--- config.mk ---
export PLATFORM = sky130hd
export DESIGN_NAME = irq_expander
export DESIGN_NICKNAME = d
export VERILOG_FILES = /design/src/rtl/irq_exp_pkg.sv /design/src/rtl/irq_exp_grp.sv /design/src/rtl/irq_exp_core.sv /design/src/rtl/irq_exp_trap.sv /design/src/rtl/irq_expander.sv
export SDC_FILE = /design/constraint.sdc
export NUM_CORES = 1
export LEC_CHECK = 0
export ABC_AREA = 1
export BUFFER_PORTS_ARGS = -buffer_cell sky130_fd_sc_hd__clkbuf_2
export CORE_UTILIZATION = 30
export CTS_CLUSTER_DIAMETER = 120
export DETAILED_ROUTE_END_ITERATION = 8
export MAX_ROUTING_LAYER = met4
export SYNTH_ARGS = -nofsm -noshare
export SYNTH_HDL_FRONTEND = slang
export SYNTH_SLANG_ARGS = --single-unit
--- constraint.sdc ---
create_clock -name clk_i -period 2.1 [get_ports clk_i]
set_clock_uncertainty 0.2 [all_clocks]
set_input_delay 0.105 -clock clk_i [delete_from_list [all_inputs] [get_ports clk_i]]
set_output_delay 0.105 -clock clk_i [all_outputs]
set_load 0.05 [all_outputs]
--- src/rtl/irq_exp_pkg.sv ---
package irq_exp_pkg;
  localparam int unsigned GRP_N_DEF = 12;
  localparam int unsigned SRC_N_DEF = 8;
  localparam int unsigned ADDR_W    = 6;

  localparam logic [ADDR_W-1:0] A_GEN_BASE  = 6'h00;
  localparam logic [ADDR_W-1:0] A_GFLG_BASE = 6'h10;
  localparam logic [ADDR_W-1:0] A_CFLAG     = 6'h20;
  localparam logic [ADDR_W-1:0] A_CEN       = 6'h21;
  localparam logic [ADDR_W-1:0] A_GMASK     = 6'h22;
  localparam logic [ADDR_W-1:0] A_ACK       = 6'h23;
endpackage

--- src/rtl/irq_exp_grp.sv ---
module irq_exp_grp #(
  parameter int unsigned SRC_N = 8,
  localparam int unsigned SRC_W = $clog2(SRC_N)
) (
  input  logic             clk_i,
  input  logic             rst_ni,
  input  logic [SRC_N-1:0] raw_i,
  input  logic             en_we_i,
  input  logic             flag_we_i,
  input  logic             ack_clr_i,
  input  logic [SRC_N-1:0] wdata_i,
  input  logic             take_i,
  output logic [SRC_N-1:0] en_o,
  output logic [SRC_N-1:0] flag_o,
  output logic             ack_o,
  output logic             fwd_o,
  output logic [SRC_W-1:0] src_o
);
  logic [SRC_N-1:0] raw_q, flag_q, en_q;
  logic             ack_q;
  logic [SRC_N-1:0] hit, rise, take_mask, wclr;

  assign hit  = flag_q & en_q;
  assign rise = raw_i & ~raw_q;
  assign wclr = flag_we_i ? wdata_i : '0;

  // lowest index wins
  always_comb begin
    src_o = '0;
    for (int i = SRC_N - 1; i >= 0; i--)
      if (hit[i]) src_o = SRC_W'(i);
  end

  always_comb begin
    for (int i = 0; i < SRC_N; i++)
      take_mask[i] = take_i && (src_o == SRC_W'(i));
  end

  assign fwd_o  = (|hit) & ~ack_q;
  assign en_o   = en_q;
  assign flag_o = flag_q;
  assign ack_o  = ack_q;

  always_ff @(posedge clk_i or negedge rst_ni) begin
    if (!rst_ni) begin
      raw_q  <= '0;
      flag_q <= '0;
      en_q   <= '0;
      ack_q  <= 1'b0;
    end else begin
      raw_q  <= raw_i;
      flag_q <= (flag_q & ~wclr & ~take_mask) | rise;
      if (en_we_i) en_q <= wdata_i;
      ack_q  <= (ack_q & ~ack_clr_i) | fwd_o;
    end
  end
endmodule

--- src/rtl/irq_exp_core.sv ---
module irq_exp_core #(
  parameter int unsigned GRP_N = 12,
  parameter int unsigned SRC_N = 8,
  localparam int unsigned GRP_W = $clog2(GRP_N),
  localparam int unsigned SRC_W = $clog2(SRC_N),
  localparam int unsigned VEC_W = $clog2(GRP_N * SRC_N)
) (
  input  logic                   clk_i,
  input  logic                   rst_ni,
  input  logic [GRP_N-1:0]       fwd_i,
  input  logic                   cflag_we_i,
  input  logic                   cen_we_i,
  input  logic                   gmask_we_i,
  input  logic [GRP_N-1:0]       wdata_i,
  input  logic                   take_i,
  input  logic [GRP_N*SRC_W-1:0] src_i,
  output logic [GRP_N-1:0]       cflag_o,
  output logic [GRP_N-1:0]       cen_o,
  output logic                   gmask_o,
  output logic                   irq_o,
  output logic [GRP_W-1:0]       grp_o,
  output logic [VEC_W-1:0]       vec_o,
  output logic [GRP_N-1:0]       grp_take_o
);
  logic [GRP_N-1:0] cflag_q, cen_q, act, wclr;
  logic             gmask_q;
  logic [SRC_W-1:0] sel_src;

  assign act  = cflag_q & cen_q;
  assign wclr = cflag_we_i ? wdata_i : '0;

  always_comb begin
    grp_o = '0;
    for (int i = GRP_N - 1; i >= 0; i--)
      if (act[i]) grp_o = GRP_W'(i);
  end

  assign sel_src = src_i[grp_o*SRC_W +: SRC_W];
  assign irq_o   = (|act) & ~gmask_q;
  assign vec_o   = irq_o ? (VEC_W'(grp_o) * VEC_W'(SRC_N) + VEC_W'(sel_src)) : '0;

  always_comb begin
    for (int i = 0; i < GRP_N; i++)
      grp_take_o[i] = take_i && irq_o && (grp_o == GRP_W'(i));
  end

  assign cflag_o = cflag_q;
  assign cen_o   = cen_q;
  assign gmask_o = gmask_q;

  always_ff @(posedge clk_i or negedge rst_ni) begin
    if (!rst_ni) begin
      cflag_q <= '0;
      cen_q   <= '0;
      gmask_q <= 1'b1;
    end else begin
      cflag_q <= (cflag_q & ~wclr & ~grp_take_o) | fwd_i;
      if (cen_we_i)   cen_q   <= wdata_i;
      if (gmask_we_i) gmask_q <= wdata_i[0];
    end
  end
endmodule

--- src/rtl/irq_exp_trap.sv ---
module irq_exp_trap #(
  parameter int unsigned GRP_N = 12,
  parameter int unsigned SRC_N = 8,
  localparam int unsigned TRAP_W = $clog2(GRP_N + 1),
  localparam int unsigned VEC_W  = $clog2(GRP_N * SRC_N)
) (
  input  logic              clk_i,
  input  logic              rst_ni,
  input  logic              trap_req_i,
  input  logic [TRAP_W-1:0] trap_num_i,
  output logic              trap_vld_o,
  output logic              trap_err_o,
  output logic [VEC_W-1:0]  trap_vec_o
);
  logic             legal;
  logic [VEC_W-1:0] vec;

  assign legal = (trap_num_i != '0) && (int'(trap_num_i) <= GRP_N);
  assign vec   = (VEC_W'(trap_num_i) - VEC_W'(1)) * VEC_W'(SRC_N);

  always_ff @(posedge clk_i or negedge rst_ni) begin
    if (!rst_ni) begin
      trap_vld_o <= 1'b0;
      trap_err_o <= 1'b0;
      trap_vec_o <= '0;
    end else begin
      trap_vld_o <= trap_req_i & legal;
      trap_err_o <= trap_req_i & ~legal;
      trap_vec_o <= (trap_req_i & legal) ? vec : '0;
    end
  end
endmodule

--- src/rtl/irq_expander.sv ---
module irq_expander
  import irq_exp_pkg::*;
#(
  parameter int unsigned GRP_N = GRP_N_DEF,
  parameter int unsigned SRC_N = SRC_N_DEF,
  localparam int unsigned LINE_N = GRP_N * SRC_N,
  localparam int unsigned DATA_W = (GRP_N > SRC_N) ? GRP_N : SRC_N,
  localparam int unsigned TRAP_W = $clog2(GRP_N + 1),
  localparam int unsigned VEC_W  = $clog2(LINE_N)
) (
  input  logic              clk_i,
  input  logic              rst_ni,
  input  logic [LINE_N-1:0] irq_i,
  input  logic              reg_we_i,
  input  logic [ADDR_W-1:0] reg_addr_i,
  input  logic [DATA_W-1:0] reg_wdata_i,
  output logic [DATA_W-1:0] reg_rdata_o,
  input  logic              take_i,
  input  logic              trap_req_i,
  input  logic [TRAP_W-1:0] trap_num_i,
  output logic              irq_o,
  output logic [VEC_W-1:0]  vec_o,
  output logic              trap_vld_o,
  output logic              trap_err_o,
  output logic [VEC_W-1:0]  trap_vec_o
);
  localparam int unsigned SRC_W = $clog2(SRC_N);
  localparam int unsigned GRP_W = $clog2(GRP_N);

  logic [SRC_N-1:0]       en_a   [GRP_N];
  logic [SRC_N-1:0]       flag_a [GRP_N];
  logic [GRP_N-1:0]       ack_w, fwd_w, grp_take_w, cflag_w, cen_w;
  logic [GRP_N*SRC_W-1:0] src_w;
  logic [GRP_W-1:0]       grp_w;
  logic                   gmask_w;
  logic                   ack_we;

  assign ack_we = reg_we_i && (reg_addr_i == A_ACK);

  for (genvar g = 0; g < GRP_N; g++) begin : gen_grp
    logic en_we, flag_we;
    assign en_we   = reg_we_i && (reg_addr_i == A_GEN_BASE + ADDR_W'(g));
    assign flag_we = reg_we_i && (reg_addr_i == A_GFLG_BASE + ADDR_W'(g));

    irq_exp_grp #(.SRC_N(SRC_N)) i_grp (
      .clk_i     (clk_i),
      .rst_ni    (rst_ni),
      .raw_i     (irq_i[g*SRC_N +: SRC_N]),
      .en_we_i   (en_we),
      .flag_we_i (flag_we),
      .ack_clr_i (ack_we & reg_wdata_i[g]),
      .wdata_i   (reg_wdata_i[SRC_N-1:0]),
      .take_i    (grp_take_w[g]),
      .en_o      (en_a[g]),
      .flag_o    (flag_a[g]),
      .ack_o     (ack_w[g]),
      .fwd_o     (fwd_w[g]),
      .src_o     (src_w[g*SRC_W +: SRC_W])
    );
  end

  irq_exp_core #(.GRP_N(GRP_N), .SRC_N(SRC_N)) i_core (
    .clk_i      (clk_i),
    .rst_ni     (rst_ni),
    .fwd_i      (fwd_w),
    .cflag_we_i (reg_we_i && (reg_addr_i == A_CFLAG)),
    .cen_we_i   (reg_we_i && (reg_addr_i == A_CEN)),
    .gmask_we_i (reg_we_i && (reg_addr_i == A_GMASK)),
    .wdata_i    (reg_wdata_i[GRP_N-1:0]),
    .take_i     (take_i),
    .src_i      (src_w),
    .cflag_o    (cflag_w),
    .cen_o      (cen_w),
    .gmask_o    (gmask_w),
    .irq_o      (irq_o),
    .grp_o      (grp_w),
    .vec_o      (vec_o),
    .grp_take_o (grp_take_w)
  );

  irq_exp_trap #(.GRP_N(GRP_N), .SRC_N(SRC_N)) i_trap (
    .clk_i      (clk_i),
    .rst_ni     (rst_ni),
    .trap_req_i (trap_req_i),
    .trap_num_i (trap_num_i),
    .trap_vld_o (trap_vld_o),
    .trap_err_o (trap_err_o),
    .trap_vec_o (trap_vec_o)
  );

  // read mux; group registers decode on the low nibble
  always_comb begin
    int idx;
    idx = int'(reg_addr_i[3:0]);
    reg_rdata_o = '0;
    if (reg_addr_i[5:4] == 2'b00 && idx < GRP_N)
      reg_rdata_o = DATA_W'(en_a[idx]);
    else if (reg_addr_i[5:4] == 2'b01 && idx < GRP_N)
      reg_rdata_o = DATA_W'(flag_a[idx]);
    else if (reg_addr_i == A_CFLAG)
      reg_rdata_o = DATA_W'(cflag_w);
    else if (reg_addr_i == A_CEN)
      reg_rdata_o = DATA_W'(cen_w);
    else if (reg_addr_i == A_GMASK)
      reg_rdata_o = DATA_W'(gmask_w);
    else if (reg_addr_i == A_ACK)
      reg_rdata_o = DATA_W'(ack_w);
  end
endmodule

==> metrics.txt <==
Area Growth Syn to Fin=69.59%; total power draw=27.17 mW; Initial Util=30.60%; number of synthesis warnings=0; post-route ant nets=0; most frequent CP cell=nand2_2; worst vdd ir=0.0005622 V; Worst-Skew Late Latency=0.59 ns; total number of vias=18131; DRT iter0 DRCs=1433; num rows=84; FMAX=approximately 340 MHz; Lkg Pwr=12.61 nW; HPWL after DPL=54.16 mm; filler cell count=4912; ANT cells=0; full die area=54960 um2; HP Start=irq_i[0]; first-pass GRT wire length=~110 mm; family with the most delay on the worst path=simple AND/OR/NAND/NOR gates; root buf cell=clkbuf_16; post-placement worst setup slack=-0.3351 ns; CP endpoint kind=output port; CTS tree=built; final setup margin=-0.8052 ns; DR WL/cell=21.05 um; CP startpoint kind=flip-flop; grt ovf=0; All-Layer GR Usage=about 28%; post-synthesis sequential area ratio=between 50% and 60%; RR Endpoint=gen_grp[3].i_grp.flag_o[0]; Hold Path Depth=2; post-route minimum period=between 2 and 3 ns; max_slew headroom=60.37%; Reg clk slew, reported paths=0.06 ns; Hold EP=gen_grp[0].i_grp.raw_q[0]; dpl cells=roughly 3200; Data arrival, critical path=2.60 ns; Reg2Reg Launch Point=i_core.cen_o[5]; Mapped Cells=between 2000 and 2500; RSZ-0062 raised after global routing=yes; Slew @ Worst Pin=a little under 0.6 ns; setup_tns=-25.85 ns; worst path required time=1.79 ns; drt first pass iters=5; Yosys reg bits=331; r2r setup slk=-0.32 ns; worst min path class=in -> reg; DR vias/cell=5.086; CTS H-Tree Depth=2; final cell count without fillers=between 3000 and 4000; CTS Buffer Depth=3; final setup fails=122; number of max-cap violations=0; number of global-route vias before repair=approximately 18000; Crit. Startpoint=i_core.cflag_o[8]; Routed Wire Length=75.04 mm; Crit-path slowest cell=dfrtp_1; Worst R2R Path Depth=17; nets@finish=about 3000; DR DRC count=0; fin. max-slew vios=0; Ports=152; Avg Cell Area, Syn=just over 8 um2; RD Place Congestion=a little over 1; status=finished, violations left; CTS sink count=roughly 330; final hold vios=0; period utilization=138.3%; synthesized cell area=16210 um2; fraction of layout cells with a size suffix above 1=35.97%; failing checks=setup timing; power density cells=988.5 nW/um2; Die Width=234.4 um; CP peak stage delay=between 0.3 and 0.4 ns; CP Max Fanout=6; Die H=234.4 um; Core Area=52970 um2; Setup Crit Path Kind=reg -> out; WHS=~0.0077 ns; Yosys cell types=43; Port Buffers=148; total CTS buffers=42; largest net degree at the start of global routing=roughly 60; initial antenna violation count=0; crit path buf inv count=4; CP cell instances=nand2_2, nand2_2, a21oi_2, o21bai_1, a21oi_2, buf_6, inv_2, buf_4, nand4_1, nand3_1, nand2_1, nand2_2, nor2_4, buf_12
==> state kept, by name (all words and copies together), names as in the netlist <==
name / cells
i_trap.trap_vld_o: 1
i_trap.trap_err_o: 1
gen_grp.i_grp.flag_o: 96
gen_grp.i_grp.ack_o: 12
i_core.gmask_o: 1
gen_grp.i_grp.raw_q: 96
i_trap.trap_vec_o: 4
i_core.cflag_o: 12
gen_grp.i_grp.en_o: 96
i_core.cen_o: 12
==> Yosys cell counts <==
library cell	instances	area, um2
a21oi_1	21	105.1
o21ai_0	271	1356
o31ai_1	3	22.52
nor3_4	1	16.27
a32o_1	1	10.01
o22ai_1	71	444.2
nand2_2	6	37.54
inv_2	10	37.54
o21ai_1	11	55.05
o221ai_1	22	192.7
a221oi_1	4	35.03
dfstp_2	1	26.28
nand2_8	1	20.02
a22o_1	4	35.03
o21ai_2	1	8.760
a221o_1	1	10.01
buf_2	9	45.04
buf_6	5	56.30
nand3_2	5	50.05
ha_1	2	25.02
clkinv_2	1	5.000
o211ai_1	6	45.04
a21o_1	7	52.55
nand3b_1	2	15.01
dfrtp_1	330	8258
nand3_1	184	920.9
buf_1	9	33.78
nand2_1	442	1659
conb_1	1	3.750
inv_1	217	814.5
nand4_1	28	175.2
xnor2_1	2	17.52
a21boi_0	10	75.07
nand2_4	4	45.04
nor2_2	5	31.28
a22oi_1	37	277.8
nor2_1	127	476.7
nor2_4	3	33.78
clkbuf_1	54	202.7
a31oi_1	38	237.7
buf_4	5	37.54
nor3_1	39	195.2
o21bai_1	1	7.510
==> final cells by class <==
type / count / area [um2] / area share, %
Multi-Input combinational cell: 1364 / 8489 / 30.88
Sequential cell: 331 / 8287 / 30.15
Timing Repair Buffer: 874 / 7575 / 27.56
Clock buffer: 54 / 1146 / 4.169
Inverter: 228 / 890.9 / 3.241
Tap cell: 688 / 860.8 / 3.132
Clock inverter: 24 / 216.5 / 0.7874
Timing Repair inverter: 2 / 23.77 / 0.08648
==> metrics by stage <==
step / util [%] / instance area (um2)
after floorplan: - / 16390
after CTS: 50.02 / 26500
after global placement: 40.61 / 21510
final: 51.89 / 27490
after detailed placement: 40.61 / 21510
after global routing: 51.89 / 27490
==> logic make-up (layout without fill, tap and decap cells) <==
family / Yosys count / after routing / synth area share (%)
buf+inv: 310 / 1182 / 7.603
fa+ha+maj: 2 / 2 / 0.1544
xor+xnor: 2 / 2 / 0.1081
other cells: 1 / 3 / 0.02313
simple gates: 847 / 848 / 22.68
flops: 331 / 331 / 51.11
compound gates: 509 / 509 / 18.32
==> what timing repair did <==
item	4_1_cts	5_1_grt
buffers inserted	31	24
resized for setup	308	183
cloned	3	3
hold buffers	212	0
setup endpoints to repair	121	129
pin swaps	91	73
endpoints found under the hold margin	608	0
==> worst max path at each step <==
stage                                             to  slack (ns)  depth (start not counted)
after floorplan           gen_grp[4].i_grp.flag_o[7]       -0.05                         12
after global placement                reg_rdata_o[0]       -0.33                         12
after detailed placement                    vec_o[2]       -0.34                         13
after CTS                                   vec_o[2]       -0.82                         19
after global routing                        vec_o[2]       -0.96                         19
final                                       vec_o[2]       -0.81                         14
==> metal layers <==
layer | share of wire (%) | GRT usage [%] | vias to the layer above
met3 | 4.7 | 3.077 | 116
met1 | 44 | 36.00 | 8935
li1 | - | - | 8515
met5 | 0 | - | -
met4 | 3.4 | 10.36 | 0
met2 | 48 | 45.20 | 565
==> layout by cell type, fill, tap and decap left out, drive strengths merged <==
master,Yosys,layout
nand3b,2,2
ha,2,2
bufinv,0,2
dfrtp,330,330
nor2,135,135
dlygate4sd3,0,210
conb,1,3
a22o,4,4
a21boi,10,10
clkbuf,54,186
a32o,1,1
nor3,40,40
a21o,7,7
o21ai,283,283
a31oi,38,38
o31ai,3,3
nand3,189,189
o21bai,1,1
o221ai,22,22
nand4,28,28
xnor2,2,2
nand2,453,454
clkinvlp,0,9
a21oi,21,21
a221o,1,1
clkinv,1,15
a22oi,37,37
o211ai,6,6
dfstp,1,1
a221oi,4,4
o22ai,71,71
inv,227,228
buf,28,532
==> power by group <==
| part | internal (mW) | total, mW | leakage [nW] | switching, mW |
|---|---|---|---|---|
| Sequential | 7.06 | 7.59 | 3.74 | 0.530 |
| Combinational | 5.38 | 12.4 | 8.22 | 6.98 |
| Clock | 4.14 | 7.22 | 0.651 | 3.08 |
| Total | 16.6 | 27.2 | 12.6 | 10.6 |
No activity file was read; power rests on OpenSTA's default activity.
